<file path="src/rtl/obuf_pkg.sv">
package obuf_pkg;

  typedef enum logic [1:0] {
    WT_CTRL = 2'b00,
    WT_DATA = 2'b01,
    WT_OPEN = 2'b10,
    WT_CLOSE = 2'b11
  } wtype_e;

  // Linear word index of (slot, word) in the flat store.
  function automatic int unsigned flat_index(input int unsigned slot,
                                             input int unsigned word,
                                             input int unsigned slot_words);
    return slot * slot_words + word;
  endfunction

  // Byte count held by a number of payload words.
  function automatic int unsigned bytes_of(input int unsigned words,
                                           input int unsigned word_bits);
    return words * (word_bits / 8);
  endfunction

endpackage

</file>
<file path="src/rtl/stream_parser.sv">
module stream_parser
  import obuf_pkg::*;
#(
  parameter int W          = 32,
  parameter int SLOT_WORDS = 16,
  parameter int DATA_OFS   = 4,
  parameter int LEN_W      = 16,
  localparam int IW        = $clog2(SLOT_WORDS),
  localparam int CW        = $clog2(SLOT_WORDS + 1)
) (
  input  logic             clk,
  input  logic             rst_n,
  input  logic             acc,
  input  logic [1:0]       in_type,
  output logic             wr_en,
  output logic [IW-1:0]    wr_word,
  output logic             in_pkt,
  output logic             ev_sop,
  output logic             ev_eop,
  output logic [LEN_W-1:0] eop_len
);

  localparam logic [CW-1:0] OFS_C   = CW'(DATA_OFS);
  localparam logic [CW-1:0] WORDS_C = CW'(SLOT_WORDS);

  logic [CW-1:0] cidx;
  logic [CW-1:0] didx;
  logic          ctrl_ok;
  logic          data_ok;
  wtype_e        wt;

  assign wt      = wtype_e'(in_type);
  assign ctrl_ok = cidx < OFS_C;
  assign data_ok = (OFS_C + didx) < WORDS_C;
  assign ev_sop  = acc && (wt == WT_OPEN);
  assign ev_eop  = acc && in_pkt && (wt == WT_CLOSE);
  assign eop_len = LEN_W'(bytes_of(32'(didx) + (data_ok ? 1 : 0), W));

  always_comb begin
    wr_en   = 1'b0;
    wr_word = '0;
    unique case (wt)
      WT_OPEN: begin
        wr_en   = acc;
        wr_word = '0;
      end
      WT_CTRL: begin
        wr_en   = acc && in_pkt && ctrl_ok;
        wr_word = IW'(cidx);
      end
      WT_DATA, WT_CLOSE: begin
        wr_en   = acc && in_pkt && data_ok;
        wr_word = IW'(OFS_C + didx);
      end
      default: ;
    endcase
  end

  always_ff @(posedge clk) begin
    if (!rst_n) begin
      in_pkt <= 1'b0;
      cidx   <= '0;
      didx   <= '0;
    end else if (ev_sop) begin
      in_pkt <= 1'b1;
      cidx   <= CW'(1);
      didx   <= '0;
    end else if (acc && in_pkt) begin
      if (wt == WT_CTRL && ctrl_ok) cidx <= cidx + CW'(1);
      if ((wt == WT_DATA || wt == WT_CLOSE) && data_ok) didx <= didx + CW'(1);
      if (wt == WT_CLOSE) in_pkt <= 1'b0;
    end
  end

endmodule

</file>
<file path="src/rtl/slot_tracker.sv">
module slot_tracker #(
  parameter int NSLOTS = 4,
  localparam int SW    = $clog2(NSLOTS)
) (
  input  logic              clk,
  input  logic              rst_n,
  input  logic              ev_eop,
  input  logic              ack_valid,
  input  logic [SW-1:0]     ack_slot,
  output logic [SW-1:0]     wr_ptr,
  output logic [NSLOTS-1:0] slot_full,
  output logic              ev_ack
);

  localparam logic [SW-1:0] LAST_C = SW'(NSLOTS - 1);

  assign ev_ack = ack_valid && slot_full[ack_slot];

  always_ff @(posedge clk) begin
    if (!rst_n)       wr_ptr <= '0;
    else if (ev_eop)  wr_ptr <= (wr_ptr == LAST_C) ? '0 : wr_ptr + SW'(1);
  end

  for (genvar g = 0; g < NSLOTS; g++) begin : g_flag
    logic set_g;
    logic clr_g;
    assign set_g = ev_eop && (wr_ptr == SW'(g));
    assign clr_g = ack_valid && (ack_slot == SW'(g));
    always_ff @(posedge clk) begin
      if (!rst_n)     slot_full[g] <= 1'b0;
      else if (set_g) slot_full[g] <= 1'b1;
      else if (clr_g) slot_full[g] <= 1'b0;
    end
  end

endmodule

</file>
<file path="src/rtl/slot_store.sv">
module slot_store
  import obuf_pkg::*;
#(
  parameter int W          = 32,
  parameter int NSLOTS     = 4,
  parameter int SLOT_WORDS = 16,
  parameter int LEN_W      = 16,
  localparam int SW        = $clog2(NSLOTS),
  localparam int IW        = $clog2(SLOT_WORDS),
  localparam int DEPTH     = NSLOTS * SLOT_WORDS,
  localparam int AW        = $clog2(DEPTH)
) (
  input  logic             clk,
  input  logic             rst_n,
  input  logic             wr_en,
  input  logic [SW-1:0]    wr_slot,
  input  logic [IW-1:0]    wr_word,
  input  logic [W-1:0]     wr_data,
  input  logic             len_we,
  input  logic [LEN_W-1:0] len_in,
  input  logic [SW-1:0]    rd_slot,
  input  logic [IW-1:0]    rd_word,
  output logic [W-1:0]     rd_data,
  output logic [LEN_W-1:0] rd_len
);

  logic [W-1:0]     mem  [DEPTH];
  logic [LEN_W-1:0] lens [NSLOTS];
  logic [AW-1:0]    wa;
  logic [AW-1:0]    ra;

  assign wa = AW'(flat_index(32'(wr_slot), 32'(wr_word), SLOT_WORDS));
  assign ra = AW'(flat_index(32'(rd_slot), 32'(rd_word), SLOT_WORDS));

  always_ff @(posedge clk) begin
    if (wr_en) mem[wa] <= wr_data;
  end

  always_ff @(posedge clk) begin
    if (!rst_n) begin
      for (int i = 0; i < NSLOTS; i++) lens[i] <= '0;
    end else if (len_we) begin
      lens[wr_slot] <= len_in;
    end
  end

  always_ff @(posedge clk) begin
    if (!rst_n) begin
      rd_data <= '0;
      rd_len  <= '0;
    end else begin
      rd_data <= mem[ra];
      rd_len  <= lens[rd_slot];
    end
  end

endmodule

</file>
<file path="src/rtl/cmd_slot_buffer.sv">
module cmd_slot_buffer #(
  parameter int W          = 32,
  parameter int NSLOTS     = 4,
  parameter int SLOT_WORDS = 16,
  parameter int DATA_OFS   = 4,
  localparam int SW        = $clog2(NSLOTS),
  localparam int IW        = $clog2(SLOT_WORDS),
  localparam int LEN_W     = 16
) (
  input  logic              clk,
  input  logic              rst_n,
  input  logic              in_valid,
  input  logic [1:0]        in_type,
  input  logic [W-1:0]      in_data,
  output logic              in_ready,
  input  logic [SW-1:0]     rd_slot,
  input  logic [IW-1:0]     rd_word,
  output logic [W-1:0]      rd_data,
  output logic [LEN_W-1:0]  rd_len,
  input  logic              ack_valid,
  input  logic [SW-1:0]     ack_slot,
  output logic [NSLOTS-1:0] slot_full,
  output logic              irq
);

  logic             acc;
  logic             ev_wr;
  logic [IW-1:0]    wr_word;
  logic             in_pkt;
  logic             ev_sop;
  logic             ev_eop;
  logic             ev_ack;
  logic [LEN_W-1:0] eop_len;
  logic [SW-1:0]    wr_ptr;

  assign in_ready = in_pkt || !slot_full[wr_ptr];
  assign acc      = in_valid && in_ready;
  assign irq      = |slot_full;

  stream_parser #(
    .W(W), .SLOT_WORDS(SLOT_WORDS), .DATA_OFS(DATA_OFS), .LEN_W(LEN_W)
  ) u_parse (
    .clk(clk), .rst_n(rst_n), .acc(acc), .in_type(in_type),
    .wr_en(ev_wr), .wr_word(wr_word), .in_pkt(in_pkt),
    .ev_sop(ev_sop), .ev_eop(ev_eop), .eop_len(eop_len)
  );

  slot_tracker #(.NSLOTS(NSLOTS)) u_track (
    .clk(clk), .rst_n(rst_n), .ev_eop(ev_eop),
    .ack_valid(ack_valid), .ack_slot(ack_slot),
    .wr_ptr(wr_ptr), .slot_full(slot_full), .ev_ack(ev_ack)
  );

  slot_store #(
    .W(W), .NSLOTS(NSLOTS), .SLOT_WORDS(SLOT_WORDS), .LEN_W(LEN_W)
  ) u_store (
    .clk(clk), .rst_n(rst_n),
    .wr_en(ev_wr), .wr_slot(wr_ptr), .wr_word(wr_word), .wr_data(in_data),
    .len_we(ev_eop), .len_in(eop_len),
    .rd_slot(rd_slot), .rd_word(rd_word), .rd_data(rd_data), .rd_len(rd_len)
  );

endmodule

</file>
<file path="config.mk">
export PLATFORM = sky130hd
export DESIGN_NAME = cmd_slot_buffer
export DESIGN_NICKNAME = d
export VERILOG_FILES = /design/src/rtl/obuf_pkg.sv /design/src/rtl/stream_parser.sv /design/src/rtl/slot_tracker.sv /design/src/rtl/slot_store.sv /design/src/rtl/cmd_slot_buffer.sv
export SDC_FILE = /design/constraint.sdc
export NUM_CORES = 2
export LEC_CHECK = 0
export BUFFER_PORTS_ARGS = -buffer_cell sky130_fd_sc_hd__buf_2
export CAP_MARGIN = 10
export CORE_ASPECT_RATIO = 0.9
export CORE_MARGIN = 2
export CORE_UTILIZATION = 60
export CTS_CLUSTER_SIZE = 28
export DETAILED_ROUTE_END_ITERATION = 7
export PLACE_DENSITY = 0.76
export SLEW_MARGIN = 20
export SYNTH_ARGS = -nofsm -noshare
export SYNTH_HDL_FRONTEND = slang
export SYNTH_HIERARCHICAL = 1
export SYNTH_SLANG_ARGS = --single-unit
</file>
<file path="constraint.sdc">
create_clock -name clk -period 7.35 [get_ports clk]
set_input_delay 1.1025 -clock clk [delete_from_list [all_inputs] [get_ports clk]]
set_output_delay 1.1025 -clock clk [all_outputs]
set_load 0.02 [all_outputs]
</file>
==> qor.txt <==
status - finished, final reports clean
I/O pin count - 100
clock buffer depth - 3
hpwl dp - 126 mm
Worst Path Arrival - 5.70 ns
post-route DRC violation count - 0
post_cts resized - 0
die area - 142000 µm²
mapped cell area - 83600 µm²
post-CTS setup buffer count - 0
Die H - 358 µm
Critical Path RT - 7.87 ns
Antenna Nets Post-Route - 0
routed length on met3 - 34.4 mm
Die X - 397 µm
via density per instance - 7.00
Max VDD drop - 0.258 mV
cell count after synthesis - 3825
clock root cell - clkbuf_16
max-cap viol count - 0
Min-Delay Path Class - register to register
H-tree depth - 4
RePlAce Congestion - 0.885
core area - 138000 µm²
CP startpoint kind - register
Slew headroom - 0.236
CTS hold repair buffers - 0
initial core utilization - 0.607
Avg WL per Cell - 36.4 µm
M1 WL - 76.8 mm
max-slew violations - 0
Fmax - 193 MHz
vias in the first global route - 41069
global-route usage over all layers - 0.314
DRT Pass-1 Iters - 6
Slew @ Worst Pin - 1.13 ns
setup violators final - 0
Overflow after GRT - 0
crit path kind - register to register
critical path fanouts, max - 26
Syn-to-layout area delta - 12.5%
RSZ-0062 raised after global routing - false
Top Metal Used - met5
Pleak - 29.9 nW
Total Routed Length - 221 mm
P per Cell Area - 271 nW/µm²
fin crit share - 0.705
worst skew pair latency - 0.82 ns
Yosys warnings - 6
TritonCTS clock tree - built
fin crit period - 5.18 ns
CTS sink count - 2177
Vias - 42582
Setup TNS - 0 ns
num rows - 129
largest net degree at the start of global routing - 123
port buffer count - 99
NumNets Final - 4129
wire length on met2 - 101 mm
Worst-path clk slew - 0.06 ns
fraction of layout cells with a size suffix above 1 - 0.282
clock skew - 0.0328 ns
Final Util - 0.682
Setup crit end kind - register
TritonCTS buffer count - 203
Mean Syn Cell Area - 21.9 µm²
count of final hold-check violations - 0
first-pass GRT wire length - 311 mm
starting DRC count in detailed routing - 7949
initial antenna violation count - 17
through the flow:
| stage | std cells | cell area, µm² | total power, W | hold WS [ns] | setup slack [ns] |
|---|---|---|---|---|---|
| floorplan | 3834 | 83600 | 0.0146 | 0.453 | 2.25 |
| global placement | 5680 | 86900 | 0.0152 | 0.482 | 2.03 |
| detailed placement | 5691 | 87100 | 0.0152 | 0.473 | 1.86 |
| CTS | 6070 | 93800 | 0.0256 | 0.485 | 1.86 |
| global route | 6083 | 94100 | 0.0261 | 0.518 | 2.02 |
| finish | 6083 | 94100 | 0.0255 | 0.484 | 2.17 |
routing by layer:
metal,track usage,vias up
met3,0.0908,488
met1,0.453,22015
met2,0.465,3592
met4,0.118,18
li1,-,16469
met5,0,-
cells in the final DEF (no fill, tap or decap), types with 11 or more instances in the layout:
cell type,n
a21oi_1,71
nand3_1,25
buf_16,13
clkbuf_8,14
edfxtp_1,2112
clkbuf_1,37
a22oi_1,62
nor3_1,16
o21ai_0,21
nor2_1,91
a211oi_1,40
nand2b_1,11
dfxtp_1,65
buf_4,125
o22ai_1,15
buf_12,19
buf_2,93
nand2_1,115
mux4_2,538
nor2b_1,35
clkinv_1,44
mux2_2,26
clkinv_2,41
nor2_4,58
bufinv_16,18
and2_1,35
inv_1,24
clkbuf_16,211
mux2i_1,102
cell type report:
cell class              instances  area, µm²
well taps                    1834       2290
clock inverters               117       1060
flip-flops and latches       2177      64700
inverters                      27        103
fillers                      8168      43800
multi-input cells            1410      18100
diodes                          1       2.50
clock buffers                 262       5610
repair buffers                255       2210
state kept, by name, summed over array words and instances, names as in the netlist:
signal and flops:
u_parse/cidx 5, u_store/mem 2048, u_store/rd_data 32, u_track/slot_full 4
u_track/wr_ptr 2, u_store/lens 64, u_store/rd_len 16, u_parse/didx 5
u_parse/in_pkt 1
path summary, 6_finish.rpt:
check	from	endpoint	slack (ns)	cells after the start
worst max-delay path	u_track/wr_ptr[0]$_SDFFE_PN0P_	u_store/mem[7][7]$_DFFE_PP_	2.17	8
worst min-delay path	u_parse/cidx[4]$_SDFFE_PP0P_	u_parse/cidx[4]$_SDFFE_PP0P_	0.48	1
worst max register to register	u_track/wr_ptr[0]$_SDFFE_PN0P_	u_store/mem[7][7]$_DFFE_PP_	2.17	8
worst min register to register	u_parse/cidx[4]$_SDFFE_PP0P_	u_parse/cidx[4]$_SDFFE_PP0P_	0.48	1
power by group:
part	switching [W]	leakage (nW)	internal, W
Combinational	0.000898	7.03	0.000437
Sequential	0.0000310	19.6	0.0137
Clock	0.00450	3.26	0.00600
Total	0.00543	29.9	0.0201
worst max-delay path: stages (launching register included):
cell and delay [ns]:
dfxtp_1 0.63, mux4_2 0.59, a21boi_1 0.36, nand3_1 0.22, o211ai_1 0.47, clkbuf_4 0.32, nand4_1 0.82, nor2_4 1.11
buf_4 0.31
(Power assumes the default switching activity.)
